==> config.mk <==
export PLATFORM = sky130hd
export DESIGN_NAME = ccr_flag_unit
export DESIGN_NICKNAME = d
export VERILOG_FILES = /design/src/rtl/ccr_pkg.sv /design/src/rtl/ccr_width_flags.sv /design/src/rtl/ccr_flag_merge.sv /design/src/rtl/ccr_flag_unit.sv
export SDC_FILE = /design/constraint.sdc
export NUM_CORES = 1
export LEC_CHECK = 0
export BUFFER_PORTS_ARGS = -buffer_cell sky130_fd_sc_hd__buf_2
export CAP_MARGIN = 5
export CORE_ASPECT_RATIO = 0.75
export CORE_MARGIN = 1.5
export CORE_UTILIZATION = 30
export CTS_BUF_LIST = sky130_fd_sc_hd__clkbuf_8
export DETAILED_ROUTE_END_ITERATION = 7
export GPL_ROUTABILITY_DRIVEN = 0
export PLACE_DENSITY = 0.82
export SLEW_MARGIN = 15
export SYNTH_ARGS = -nofsm -noshare
export SYNTH_HDL_FRONTEND = slang
export SYNTH_SLANG_ARGS = --single-unit
export TNS_END_PERCENT = 30
==> constraint.sdc <==
create_clock -name clk -period 1.4 [get_ports clk]
set_input_delay 0.28 -clock clk [delete_from_list [all_inputs] [get_ports clk]]
set_output_delay 0.28 -clock clk [all_outputs]
set_load 0.02 [all_outputs]
==> src/rtl/ccr_pkg.sv <==
package ccr_pkg;

   localparam int CCR_W = 8;
   localparam int SEL_W = $clog2(CCR_W);

   // bit positions inside the register
   localparam int B_S = 7;
   localparam int B_X = 6;
   localparam int B_H = 5;
   localparam int B_I = 4;
   localparam int B_N = 3;
   localparam int B_Z = 2;
   localparam int B_V = 1;
   localparam int B_C = 0;

   localparam logic [CCR_W-1:0] CCR_RESET =
      CCR_W'((1 << B_S) | (1 << B_X) | (1 << B_I));

   typedef enum logic [1:0] {
      OP_ADD   = 2'd0,
      OP_SUB   = 2'd1,
      OP_TEST  = 2'd2,
      OP_SHIFT = 2'd3
   } ccr_op_e;

   typedef struct packed {
      logic n;
      logic z;
      logic add_c;
      logic add_v;
      logic sub_c;
      logic sub_v;
   } width_flags_t;

   typedef struct packed {
      logic n;
      logic z;
      logic v;
      logic c;
   } nzvc_t;

endpackage

==> src/rtl/ccr_width_flags.sv <==
module ccr_width_flags #(
   parameter int W = 8
) (
   input  logic [W-1:0]           a,
   input  logic [W-1:0]           b,
   input  logic [W-1:0]           r,
   output ccr_pkg::width_flags_t  flags
);
   localparam int MSB = W - 1;

   logic [W-1:0] add_c_vec, add_v_vec, sub_c_vec, sub_v_vec;

   always_comb begin
      add_c_vec = (a & b) | (b & ~r) | (a & ~r);
      add_v_vec = (a & b & ~r) | (~a & ~b & r);
      sub_c_vec = (~a & b) | (b & r) | (~a & r);
      sub_v_vec = (a & ~b & ~r) | (~a & b & r);
      flags.n     = r[MSB];
      flags.z     = (r == '0);
      flags.add_c = add_c_vec[MSB];
      flags.add_v = add_v_vec[MSB];
      flags.sub_c = sub_c_vec[MSB];
      flags.sub_v = sub_v_vec[MSB];
   end

endmodule

==> src/rtl/ccr_flag_merge.sv <==
module ccr_flag_merge (
   input  ccr_pkg::ccr_op_e      op,
   input  ccr_pkg::width_flags_t wf,
   input  logic                  shift_c,
   input  logic                  cur_c,
   output ccr_pkg::nzvc_t        nxt
);
   import ccr_pkg::*;

   always_comb begin
      nxt.n = wf.n;
      nxt.z = wf.z;
      nxt.v = 1'b0;
      nxt.c = cur_c;
      unique case (op)
         OP_ADD: begin
            nxt.c = wf.add_c;
            nxt.v = wf.add_v;
         end
         OP_SUB: begin
            nxt.c = wf.sub_c;
            nxt.v = wf.sub_v;
         end
         OP_TEST: begin
            nxt.v = 1'b0;
            nxt.c = cur_c;
         end
         OP_SHIFT: begin
            nxt.c = shift_c;
            nxt.v = wf.n ^ shift_c;
         end
         default: ;
      endcase
   end

endmodule

==> src/rtl/ccr_flag_unit.sv <==
module ccr_flag_unit #(
   parameter int WIDE_W   = 16,
   parameter int NARROW_W = 8
) (
   input  logic                        clk,
   input  logic                        rst_n,
   input  logic                        upd_en,
   input  logic [1:0]                  op_class,
   input  logic                        size_wide,
   input  logic [WIDE_W-1:0]           opnd_a,
   input  logic [WIDE_W-1:0]           opnd_b,
   input  logic [WIDE_W-1:0]           result_r,
   input  logic                        shift_c,
   input  logic                        wr_en,
   input  logic [ccr_pkg::SEL_W-1:0]   wr_sel,
   input  logic                        wr_val,
   output logic [ccr_pkg::CCR_W-1:0]   ccr_q
);
   import ccr_pkg::*;

   localparam int N_SIZES = 2;

   generate
      if (NARROW_W < 2 || NARROW_W >= WIDE_W) begin : g_bad_widths
         $error("ccr_flag_unit: NARROW_W must be at least 2 and below WIDE_W");
      end
   endgenerate

   width_flags_t wf_arr [N_SIZES];
   width_flags_t wf_sel;
   nzvc_t        nxt;
   logic [CCR_W-1:0] ccr_d;

   // one flag slice per supported width
   for (genvar gi = 0; gi < N_SIZES; gi++) begin : g_size
      localparam int GW = (gi == 0) ? NARROW_W : WIDE_W;
      ccr_width_flags #(.W(GW)) u_wf (
         .a     (opnd_a[GW-1:0]),
         .b     (opnd_b[GW-1:0]),
         .r     (result_r[GW-1:0]),
         .flags (wf_arr[gi])
      );
   end

   assign wf_sel = size_wide ? wf_arr[1] : wf_arr[0];

   ccr_flag_merge u_merge (
      .op      (ccr_op_e'(op_class)),
      .wf      (wf_sel),
      .shift_c (shift_c),
      .cur_c   (ccr_q[B_C]),
      .nxt     (nxt)
   );

   always_comb begin
      ccr_d = ccr_q;
      if (upd_en) begin
         ccr_d[B_N] = nxt.n;
         ccr_d[B_Z] = nxt.z;
         ccr_d[B_V] = nxt.v;
         ccr_d[B_C] = nxt.c;
      end
      if (wr_en) begin
         ccr_d[wr_sel] = wr_val;
      end
   end

   always_ff @(posedge clk) begin
      if (!rst_n) begin
         ccr_q <= CCR_RESET;
      end else begin
         ccr_q <= ccr_d;
      end
   end

endmodule

==> results of run 1 <==
==> power groups by stage <==
stage	registers (mW)	logic (mW)	clock network (mW)
final	0.245	0.198	0.284
after global routing	0.247	0.218	0.306
after CTS	0.246	0.198	0.290
after detailed placement	0.250	0.197	0
after global placement	0.249	0.189	0
after floorplan	0.258	0.0897	0
==> metal layers <==
| layer | up-vias | wire length, um | global-route usage |
|---|---|---|---|
| met1 | 364 | 744 | 0.167 |
| li1 | 395 | - | - |
| met5 | - | 0 | 0 |
| met4 | 0 | 0 | 0.0558 |
| met2 | 23 | 963 | 0.305 |
| met3 | 0 | 107 | 0.0746 |
==> cells in the mapped netlist, types with 2 or more instances <==
cell type | instances | area share
nor2_1 | 10 | 0.058
dfxtp_1 | 8 | 0.25
inv_1 | 4 | 0.023
maj3_1 | 2 | 0.031
nand4b_1 | 2 | 0.027
nor4b_1 | 2 | 0.027
nand2_1 | 7 | 0.040
o211ai_1 | 2 | 0.023
nand4_1 | 2 | 0.019
or4_1 | 2 | 0.023
a21oi_1 | 3 | 0.023
mux2i_1 | 8 | 0.12
a31oi_1 | 5 | 0.048
xnor2_1 | 2 | 0.027
nand2b_1 | 5 | 0.048
==> path summary, 6_finish.rpt <==
kind                              start               endpoint  cells past startpoint
setup reg to reg    ccr_q[0]$_SDFF_PN0_    ccr_q[0]$_SDFF_PN0_                      4
hold reg to reg   ccr_q[4]$_SDFFE_PN1P_  ccr_q[4]$_SDFFE_PN1P_                      2
hold / removal                    rst_n  ccr_q[7]$_SDFFE_PN1P_                      2
setup / recovery            result_r[9]    ccr_q[2]$_SDFF_PN0_                      5
==> logic make-up (layout without fill, tap and decap cells) <==
family                     Yosys count  count (layout)
xor gates and xnor gates             3               3
and+or+nand+nor                     38              38
AOI/OAI and AO/OA                   16              16
adders and majority gates            2               2
buffers and inverters                6              51
DFF                                  8               8
muxes                                8               8
==> final cells by class <==
cell class	instances	share of cell area
timing repair buffer	44	0.247
sequential	8	0.170
clock buffer	3	0.0438
tap	24	0.0319
multi-input combinational	67	0.491
inverter	4	0.0159
==> results by group, run 1 <==
Place
  • Area post-placement: 901 um^2
  • Post-placement worst setup slack: 33.8 ps
  • Detailed Place HPWL: 1480 um
  • Placed cell count: 147
  • I/O Buffers: 39

Drt
  • Via-to-Cell Ratio: 5.21
  • Final WL: 1820 um
  • Average wire per cell in the routed design: 12.1 um
  • Post-route DRC: 0
  • Detailed Route Iter0 Violations: 23
  • Total iterations of the first detailed-routing run: 4
  • Remaining antenna violation count after routing: 0
  • Via Count: 782

Synthesis
  • Share of flip-flops with an asynchronous set or reset: 0
  • Synth Area in Compound Gates: 0.163
  • Syn. warnings: 0
  • Avg Cell Area, Syn: 8.03 um^2
  • Proportion of synthesized area in mux cells: 0.123
  • Mapped Nets: 141
  • Syn Std Cell Area: 651 um^2
  • XOR/XNOR share of the synthesized area: 0.0404
  • Simple-gate share of the synthesized area: 0.354
  • Cell count after synthesis: 81
  • Post-synthesis sequential element count: 8
  • Number of enable-type register cells in the synthesized netlist: 0
  • Count of unique library cells instantiated by Yosys: 32
  • Sequential-to-total area share from yosys stat: 0.246
  • Top_reg_cell synth: dfxtp_1
  • Share of synthesized cell area in full adder, half adder and majority cells: 0.0308
  • Main combinational cell family by area after synthesis: simple AND/OR/NAND/NOR gates

Timing
  • Setup violation total in the final timing report: 0
  • Shortest period the worst path allows: 1110 ps
  • Slew headroom: 0.778
  • Unrepaired setup endpoints after global routing: false
  • Worst Hold Slack: 278 ps
  • Setup TNS Final: 0 ps
  • Fmax: 0.900 GHz
  • Clk_skew: 0 ps
  • Actual transition at the worst max-transition pin: 328 ps
  • Final worst path period share: 0.793
  • Slack of the critical path: 289 ps
  • Number of pins exceeding their max-slew limit in the final report: 0
  • Final hold violation count: 0

Worst setup path
  • Type of destination of the critical path: register
  • Slowest cell on crit path: or4_1
  • Required @ worst endpoint: 1550 ps
  • Largest stage delay on the critical path: 520 ps
  • Category of the worst setup path launch point: input pin
  • Worst reg2reg setup slack: 450 ps
  • Buffers plus inverters on the worst setup path: 1
  • Critical path fanouts, max: 1
  • Cell breakdown of the critical path: buf_2 -> or4_1 -> o21ai_1 -> nand4_1 -> a31oi_1
  • Type of the setup path with the least slack: in2reg
  • Largest delay contributor family on the critical path: simple AND/OR/NAND/NOR gates
  • CP arrival: 1260 ps

Power
  • Power density of the placed cells: 773 mW/mm^2
  • Internal Power: 523 uW
  • Switching power as a share of total power: 0.281
  • Max VDD drop: 526 uV
  • Leakage power: 0.453 nW
  • Combinational group share of total power: 0.272
  • Switching Power: 205 uW
  • Power share of the sequential group: 0.337
  • Final total power: 728 uW
  • Share of total power in the clock network: 0.391

Finish
  • Most common library cell in the layout ignoring fill and taps: buf_2
  • Largest register by flop count: ccr_q
  • Commonest cells after routing, fill and taps aside: 39 x buf_2, 10 x nor2_1, 8 x mux2i_1, 8 x dfxtp_1, 7 x nand2_1
  • Top flop regs: ccr_q (8)
  • Number of filler instances in the final layout: 192
  • Share of the core filled with cells in the final layout: 0.464
  • Nets: 188
  • Number of flip-flops in the largest register: 8
  • Final std cell area, no fill: 942 um^2
  • Final instance count without filler cells: 150
  • Layout cells sized above 1: 0.397
  • Post-synthesis to final-layout area growth: 44.8%
  • Number of inserted diodes: 0
  • Area occupied by registers: 160 um^2
  • Combined area of the multi-input logic cells: 463 um^2

GRT
  • Gr ovfl total: 0
  • Number of antenna violations at the first check in global routing: 0
  • Vias in the first global route: 786
  • First-pass GRT wire length: 3120 um
  • Total global-route track usage: 0.165
  • Pin count of the biggest net entering global routing: 9

Floorplan
  • Starting utilization of the core area: 0.320
  • Vertical extent of the die: 43.3 um
  • Row count: 14
  • Horizontal extent of the die: 56.8 um
  • Io pins: 68
  • Full die area: 0.00246 mm^2
  • Core box area: 0.00203 mm^2

CTS
  • Master cell of the clock root buffer: clkbuf_8
  • Worst-path clk slew: 50 ps
  • Post-cts sizing count: 0
  • Maximum buffer depth of the clock tree: 2
  • Hold buffer count at cts: 0
  • TritonCTS clock tree: done
  • Total clock buffers created by CTS: 3
  • Level count of the clock H-tree: 1
  • Skew-Pair Late Insertion Delay: 230 ps
  • Number of buffers inserted to repair setup after CTS: 0
  • Sink Count: 8

Run status
  • Result of the run: finished, final reports clean

Flow run
  • Number of violations of the max-capacitance limit: 0

Worst hold path
  • Hold Crit Class: in2reg
Note: power is estimated with default switching activity, not from simulation.
==> run 2: changes to the inputs <==
- PLACE_DENSITY: 0.82 -> 0.85
- clock period: 1.4 -> 0.9 ns (I/O delays scaled with it)
==> run 2 against run 1 <==
The run now ends with negative setup slack left; non-clock buffer count grew 8; routed wire length increased by 22%; sequential power is 58% higher; global-route usage grew 2.5 points; register-to-register slack worse by 520 ps; cell area is 16% higher; count of clock-buffer cells in the layout did not move.
==> results by group, run 2 (same netlist as run 1, synthesis figures left out) <==
Run status
  • Result of the run: finished with violations
  • Violations in the final reports: negative setup slack

Finish
  • Post-synthesis to final-layout area growth: 68.5%
  • Number of filler instances in the final layout: 178 (-7.3%)
  • Number of flip-flops in the largest register: 8 (unchanged)
  • Nets: 196 (+4.3%)
  • Largest register by flop count: ccr_q
  • Number of inserted diodes: 0 (unchanged)
  • Layout cells sized above 1: 0.500 (+0.103)
  • Commonest cells after routing, fill and taps aside: 29 x buf_2, 15 x buf_4, 10 x nor2_1
  • Most common library cell in the layout ignoring fill and taps: buf_2
  • Share of the core filled with cells in the final layout: 0.539 (+0.0757)
  • Top flop regs: ccr_q (8)

Timing
  • Shortest period the worst path allows: 1070 ps
  • Actual transition at the worst max-transition pin: 290 ps (-38.0 ps)
  • Unrepaired setup endpoints after global routing: true
  • Setup TNS Final: -309 ps (-309 ps)
  • Setup violation total in the final timing report: 3 (+3)
  • Slack of the critical path: -171 ps (-460 ps)
  • Fmax: 0.934 GHz
  • Final worst path period share: 1.19
  • Number of pins exceeding their max-slew limit in the final report: 0 (unchanged)
  • Slew headroom: 0.804 (+0.0257)
  • Clk_skew: 0 ps (unchanged)
  • Final hold violation count: 0 (unchanged)

Drt
  • Via-to-Cell Ratio: 5.45 (+4.5%)
  • Average wire per cell in the routed design: 14.0 um (+16%)
  • Detailed Route Iter0 Violations: 15 (-35%)
  • Final WL: 2220 um (+22%)
  • Remaining antenna violation count after routing: 0 (unchanged)
  • Post-route DRC: 0 (unchanged)
  • Via Count: 861 (+10%)
  • Total iterations of the first detailed-routing run: 4 (unchanged)

Worst setup path
  • Type of the setup path with the least slack: in2reg
  • Category of the worst setup path launch point: input pin
  • Type of destination of the critical path: register
  • Cell breakdown of the critical path: buf_2 -> or4_4 -> o21ai_2 -> nand4_1 -> a31oi_1
  • Largest stage delay on the critical path: 530 ps (about the same)
  • Slowest cell on crit path: or4_4
  • CP arrival: 1210 ps (-50 ps)
  • Required @ worst endpoint: 1040 ps (-510 ps)
  • Critical path fanouts, max: 1 (unchanged)

GRT
  • Gr ovfl total: 0 (unchanged)
  • Vias in the first global route: 862 (+9.7%)
  • Most used routing layer in global routing: met2
  • Met2 capacity usage during global routing: 0.379 (+0.0744)
  • Pin count of the biggest net entering global routing: 9 (unchanged)
  • Number of antenna violations at the first check in global routing: 0 (unchanged)
  • First-pass GRT wire length: 3550 um (+14%)
  • Total global-route track usage: 0.189 (+0.0248)
  • Met1 global-route usage: 0.178 (+0.0110)
  • Grt met3 use: 0.0627 (-0.0119)

Power
  • Leakage power: 0.514 nW (+14%)
  • Max VDD drop: 662 uV (+26%)
  • Power density of the placed cells: 1090 mW/mm^2 (+41%)

Floorplan
  • Vertical extent of the die: 43.3 um (unchanged)
  • Starting utilization of the core area: 0.320 (unchanged)
  • Horizontal extent of the die: 56.8 um (unchanged)
  • Row count: 14 (unchanged)
  • Io pins: 68 (unchanged)
  • Core box area: 0.00203 mm^2 (unchanged)
  • Full die area: 0.00246 mm^2 (unchanged)

Place
  • I/O Buffers: 39 (unchanged)
  • Post-placement worst setup slack: -394 ps (-428 ps)
  • Detailed Place HPWL: 1780 um (+20%)

CTS
  • Sink Count: 8 (unchanged)
  • Number of buffers inserted to repair setup after CTS: 0 (unchanged)
  • Total clock buffers created by CTS: 3 (unchanged)
  • TritonCTS clock tree: done
  • Skew-Pair Late Insertion Delay: 220 ps (about the same)
  • Master cell of the clock root buffer: clkbuf_8
  • Worst-path clk slew: 40 ps (about the same)
  • Level count of the clock H-tree: 1 (unchanged)
  • Hold buffer count at cts: 0 (unchanged)
  • Maximum buffer depth of the clock tree: 2 (unchanged)

Worst hold path
  • Hold Crit Class: in2reg

Flow run
  • Number of violations of the max-capacitance limit: 0 (unchanged)
-- run 2: cell types whose count changed in the layout (fill, tap and decap cells not counted), sizes merged --
cell and change:
buf +8
-- run 2: final timing paths --
kind / start / slack, ps / endpoint / depth (start not counted)
worst max-delay path: result_r[13] / -170 / ccr_q[2]$_SDFF_PN0_ / 5
worst min-delay path: rst_n / 200 / ccr_q[4]$_SDFFE_PN1P_ / 2
worst max register to register: ccr_q[0]$_SDFF_PN0_ / -70 / ccr_q[0]$_SDFF_PN0_ / 4
worst min register to register: ccr_q[4]$_SDFFE_PN1P_ / 510 / ccr_q[4]$_SDFFE_PN1P_ / 2
-- run 2: report_power, final --
| part | internal (mW) | switching (mW) | total, mW | leakage (nW) |
|---|---|---|---|---|
| sequential | 0.375 | 0.0115 | 0.386 | 0.0657 |
| combinational | 0.207 | 0.185 | 0.393 | 0.427 |
| clock | 0.288 | 0.126 | 0.414 | 0.0216 |
-- run 2: repair_timing --
item | CTS | global route
setup endpoints to repair | 10 | 12
pin swaps | 4 | 2
cloned | 0 | 0
resized for setup | 12 | 14
-- run 2: per-stage QoR --
step / hold slack [ps] / total power [mW] / instances / instance area, um^2
4_1_cts: 200 / 1.17 / 158 / 1040
2_1_floorplan: 242 / 0.541 / 81 / 651
3_3_place_gp: 415 / 0.710 / 155 / 961
3_5_place_dp: 430 / 0.731 / 155 / 961
6_report: 199 / 1.19 / 158 / 1100
5_1_grt: 201 / 1.25 / 158 / 1100
-- run 2: per-layer routing --
metal | wire [um] | vias up
met5 | 0 | -
met4 | 75 | 0
met3 | 88 | 10
met2 | 1190 | 24
met1 | 864 | 417
li1 | - | 410
-- run 2: final cells by class --
cell class,count,area [um^2],area share
multi-input combinational,67,498,0.454
timing repair buffer,52,348,0.317
sequential,8,164,0.150
clock buffer,3,41.3,0.0377
tap,24,30.0,0.0274
inverter,4,15.0,0.0137
-- run 2: critical path: cells and delay by family --
kind	cells	cell delay (ps)
AO/OA/AOI/OAI	2	310
buffers and inverters	1	100
AND/OR/NAND/NOR	2	620
==> run 3: changes to the inputs <==
- CORE_ASPECT_RATIO: 0.75 -> 0.9
==> run 3 against run 2 <==
Hold slack lost 20 ps; the run still ends with negative setup slack left; register-to-register slack better by 50 ps; fmax grew 6.5%; sequential share of layout area about the same; first-iteration DRC count is 40% higher; global-route usage barely moved; combinational power is 3% lower; critical path depth unchanged; cell area grew 0.46%; worst setup slack improved by 66 ps; count of clock-buffer cells in the layout stayed put.
==> results by group, run 3 (same netlist as run 1, synthesis figures left out) <==
CTS
  • Skew-Pair Late Insertion Delay: 230 ps (about the same)
  • Total clock buffers created by CTS: 3 (unchanged)
  • Sink Count: 8 (unchanged)
  • Hold buffer count at cts: 0 (unchanged)
  • Master cell of the clock root buffer: clkbuf_8
  • Level count of the clock H-tree: 1 (unchanged)
  • Number of buffers inserted to repair setup after CTS: 0 (unchanged)
  • TritonCTS clock tree: done
  • Worst-path clk slew: 40 ps (about the same)
  • Maximum buffer depth of the clock tree: 2 (unchanged)

Timing
  • Final worst path period share: 1.12 (-0.0730)
  • Fmax: 0.995 GHz (+6.5%)
  • Slack of the critical path: -105 ps (+65.7 ps)
  • Shortest period the worst path allows: 1010 ps (-65.7 ps)
  • Actual transition at the worst max-transition pin: 298 ps (+8.09 ps)
  • Setup violation total in the final timing report: 4 (+1)
  • Clk_skew: 0 ps (unchanged)
  • Unrepaired setup endpoints after global routing: true
  • Number of pins exceeding their max-slew limit in the final report: 0 (unchanged)
  • Final hold violation count: 0 (unchanged)
  • Slew headroom: 0.798 (-0.00547)

Place
  • Area post-placement: 977 um^2 (+1.7%)
  • Detailed Place HPWL: 1650 um (-7.3%)
  • I/O Buffers: 39 (unchanged)

Worst setup path
  • Type of destination of the critical path: register
  • Critical path fanouts, max: 1 (unchanged)
  • Type of the setup path with the least slack: in2reg
  • Worst setup path end: ccr_q[2]$_SDFF_PN0_
  • CP Launch Point: result_r[9]
  • Worst-case reg-to-reg path depth: 4 (unchanged)
  • Category of the worst setup path launch point: input pin
  • Worst reg2reg setup slack: -20 ps (+50 ps)
  • RR Endpoint: ccr_q[0]$_SDFF_PN0_
  • Required @ worst endpoint: 1050 ps (about the same)
  • Startpoint of the worst register-to-register path: ccr_q[0]$_SDFF_PN0_
  • CP arrival: 1160 ps (-50 ps)

Floorplan
  • Row count: 15 (+1)
  • Starting utilization of the core area: 0.330 (+0.00996)
  • Vertical extent of the die: 47.2 um (+8.9%)
  • Io pins: 68 (unchanged)
  • Horizontal extent of the die: 52.1 um (-8.3%)
  • Core box area: 0.00197 mm^2 (-3.0%)
  • Full die area: 0.00246 mm^2 (about the same)

Finish
  • Nets: 198 (+1.0%)
  • Most common library cell in the layout ignoring fill and taps: buf_2
  • Number of inserted diodes: 0 (unchanged)
  • Commonest cells after routing, fill and taps aside: 27 x buf_2, 17 x buf_4, 10 x nor2_1, 10 x buf_6, 7 x mux2i_1
  • Layout cells sized above 1: 0.493 (-0.00735)
  • Top flop regs: ccr_q (8)
  • Largest register by flop count: ccr_q
  • Final std cell area, no fill: 0.00110 mm^2 (+0.46%)
  • Number of flip-flops in the largest register: 8 (unchanged)
  • Post-synthesis to final-layout area growth: 69.2%

Drt
  • Post-route DRC: 0 (unchanged)
  • Via-to-Cell Ratio: 5.18 (-4.9%)
  • Average wire per cell in the routed design: 12.6 um (-10%)
  • Remaining antenna violation count after routing: 0 (unchanged)
  • Detailed Route Iter0 Violations: 21 (+6)
  • Final WL: 2030 um (-8.4%)
  • Total iterations of the first detailed-routing run: 4 (unchanged)
  • Via Count: 834 (-3.1%)

GRT
  • Gr ovfl total: 0 (unchanged)
  • First-pass GRT wire length: 3330 um (-6.2%)
  • Vias in the first global route: 817 (-5.2%)
  • Total global-route track usage: 0.190 (+0.000340)
  • Pin count of the biggest net entering global routing: 9 (unchanged)
  • Number of antenna violations at the first check in global routing: 0 (unchanged)

Power
  • Final total power: 1.20 mW (+0.66%)
  • Max VDD drop: 876 uV (+32%)
  • Power density of the placed cells: 1090 mW/mm^2 (+0.20%)
  • Leakage power: 0.521 nW (+1.3%)

Worst hold path
  • Hold Crit Class: in2reg

Flow run
  • Number of violations of the max-capacitance limit: 0 (unchanged)

Run status
  • Result of the run: finished with violations
  • Violations in the final reports: negative setup slack
run 3: power by group:
group	total [mW]	switching [mW]	internal [mW]
clock	0.435	0.145	0.290
sequential	0.384	0.0102	0.374
combinational	0.382	0.173	0.209
total	1.20	0.328	0.873
run 3: worst max-delay path: stages:
cell and delay (ps):
buf_6 90, or4_1 520, o21ai_1 130, nand4_1 90, a31oi_1 160
run 3: metrics by stage:
step	TNS, ps	hold WS (ps)	setup slack, ps	util	instances
detailed placement	-1440	420	-332	0.496	158
global placement	-1230	412	-301	0.496	158
global route	-539	201	-145	0.559	161
floorplan	-422	242	-178	-	81
finish	-287	179	-105	0.559	161
CTS	-315	183	-106	0.526	161
run 3: per-layer routing:
metal / up-vias / part of all wire / global-route usage
li1: 413 / - / -
met1: 388 / 0.39 / 0.202
met2: 25 / 0.53 / 0.334
met3: 8 / 0.052 / 0.0701
met4: 0 / 0.026 / 0.100
met5: - / 0 / 0
run 3: area by class of cell:
cell class / instances / area [um^2]
fill: 192 / 870
multi-input combinational: 67 / 473
timing repair buffer: 54 / 375
sequential: 8 / 165
clock buffer: 3 / 41.3
tap: 25 / 31.3
inverter: 4 / 15.0
run 3: worst min path at each step:
stage | start | endpoint | slack (ps) | cells past startpoint
final | rst_n | ccr_q[6]$_SDFFE_PN1P_ | 180 | 2
after global routing | rst_n | ccr_q[6]$_SDFFE_PN1P_ | 200 | 2
after CTS | rst_n | ccr_q[6]$_SDFFE_PN1P_ | 180 | 2
after detailed placement | rst_n | ccr_q[6]$_SDFFE_PN1P_ | 420 | 2
after global placement | rst_n | ccr_q[6]$_SDFFE_PN1P_ | 410 | 2
after floorplan | rst_n | ccr_q[4]$_SDFFE_PN1P_ | 240 | 1
run 3: what timing repair did:
action | in CTS | in global routing
gates resized for setup | 5 | 20
pin swaps | 1 | 3
setup endpoints to repair | 6 | 12
cloned | 0 | 0
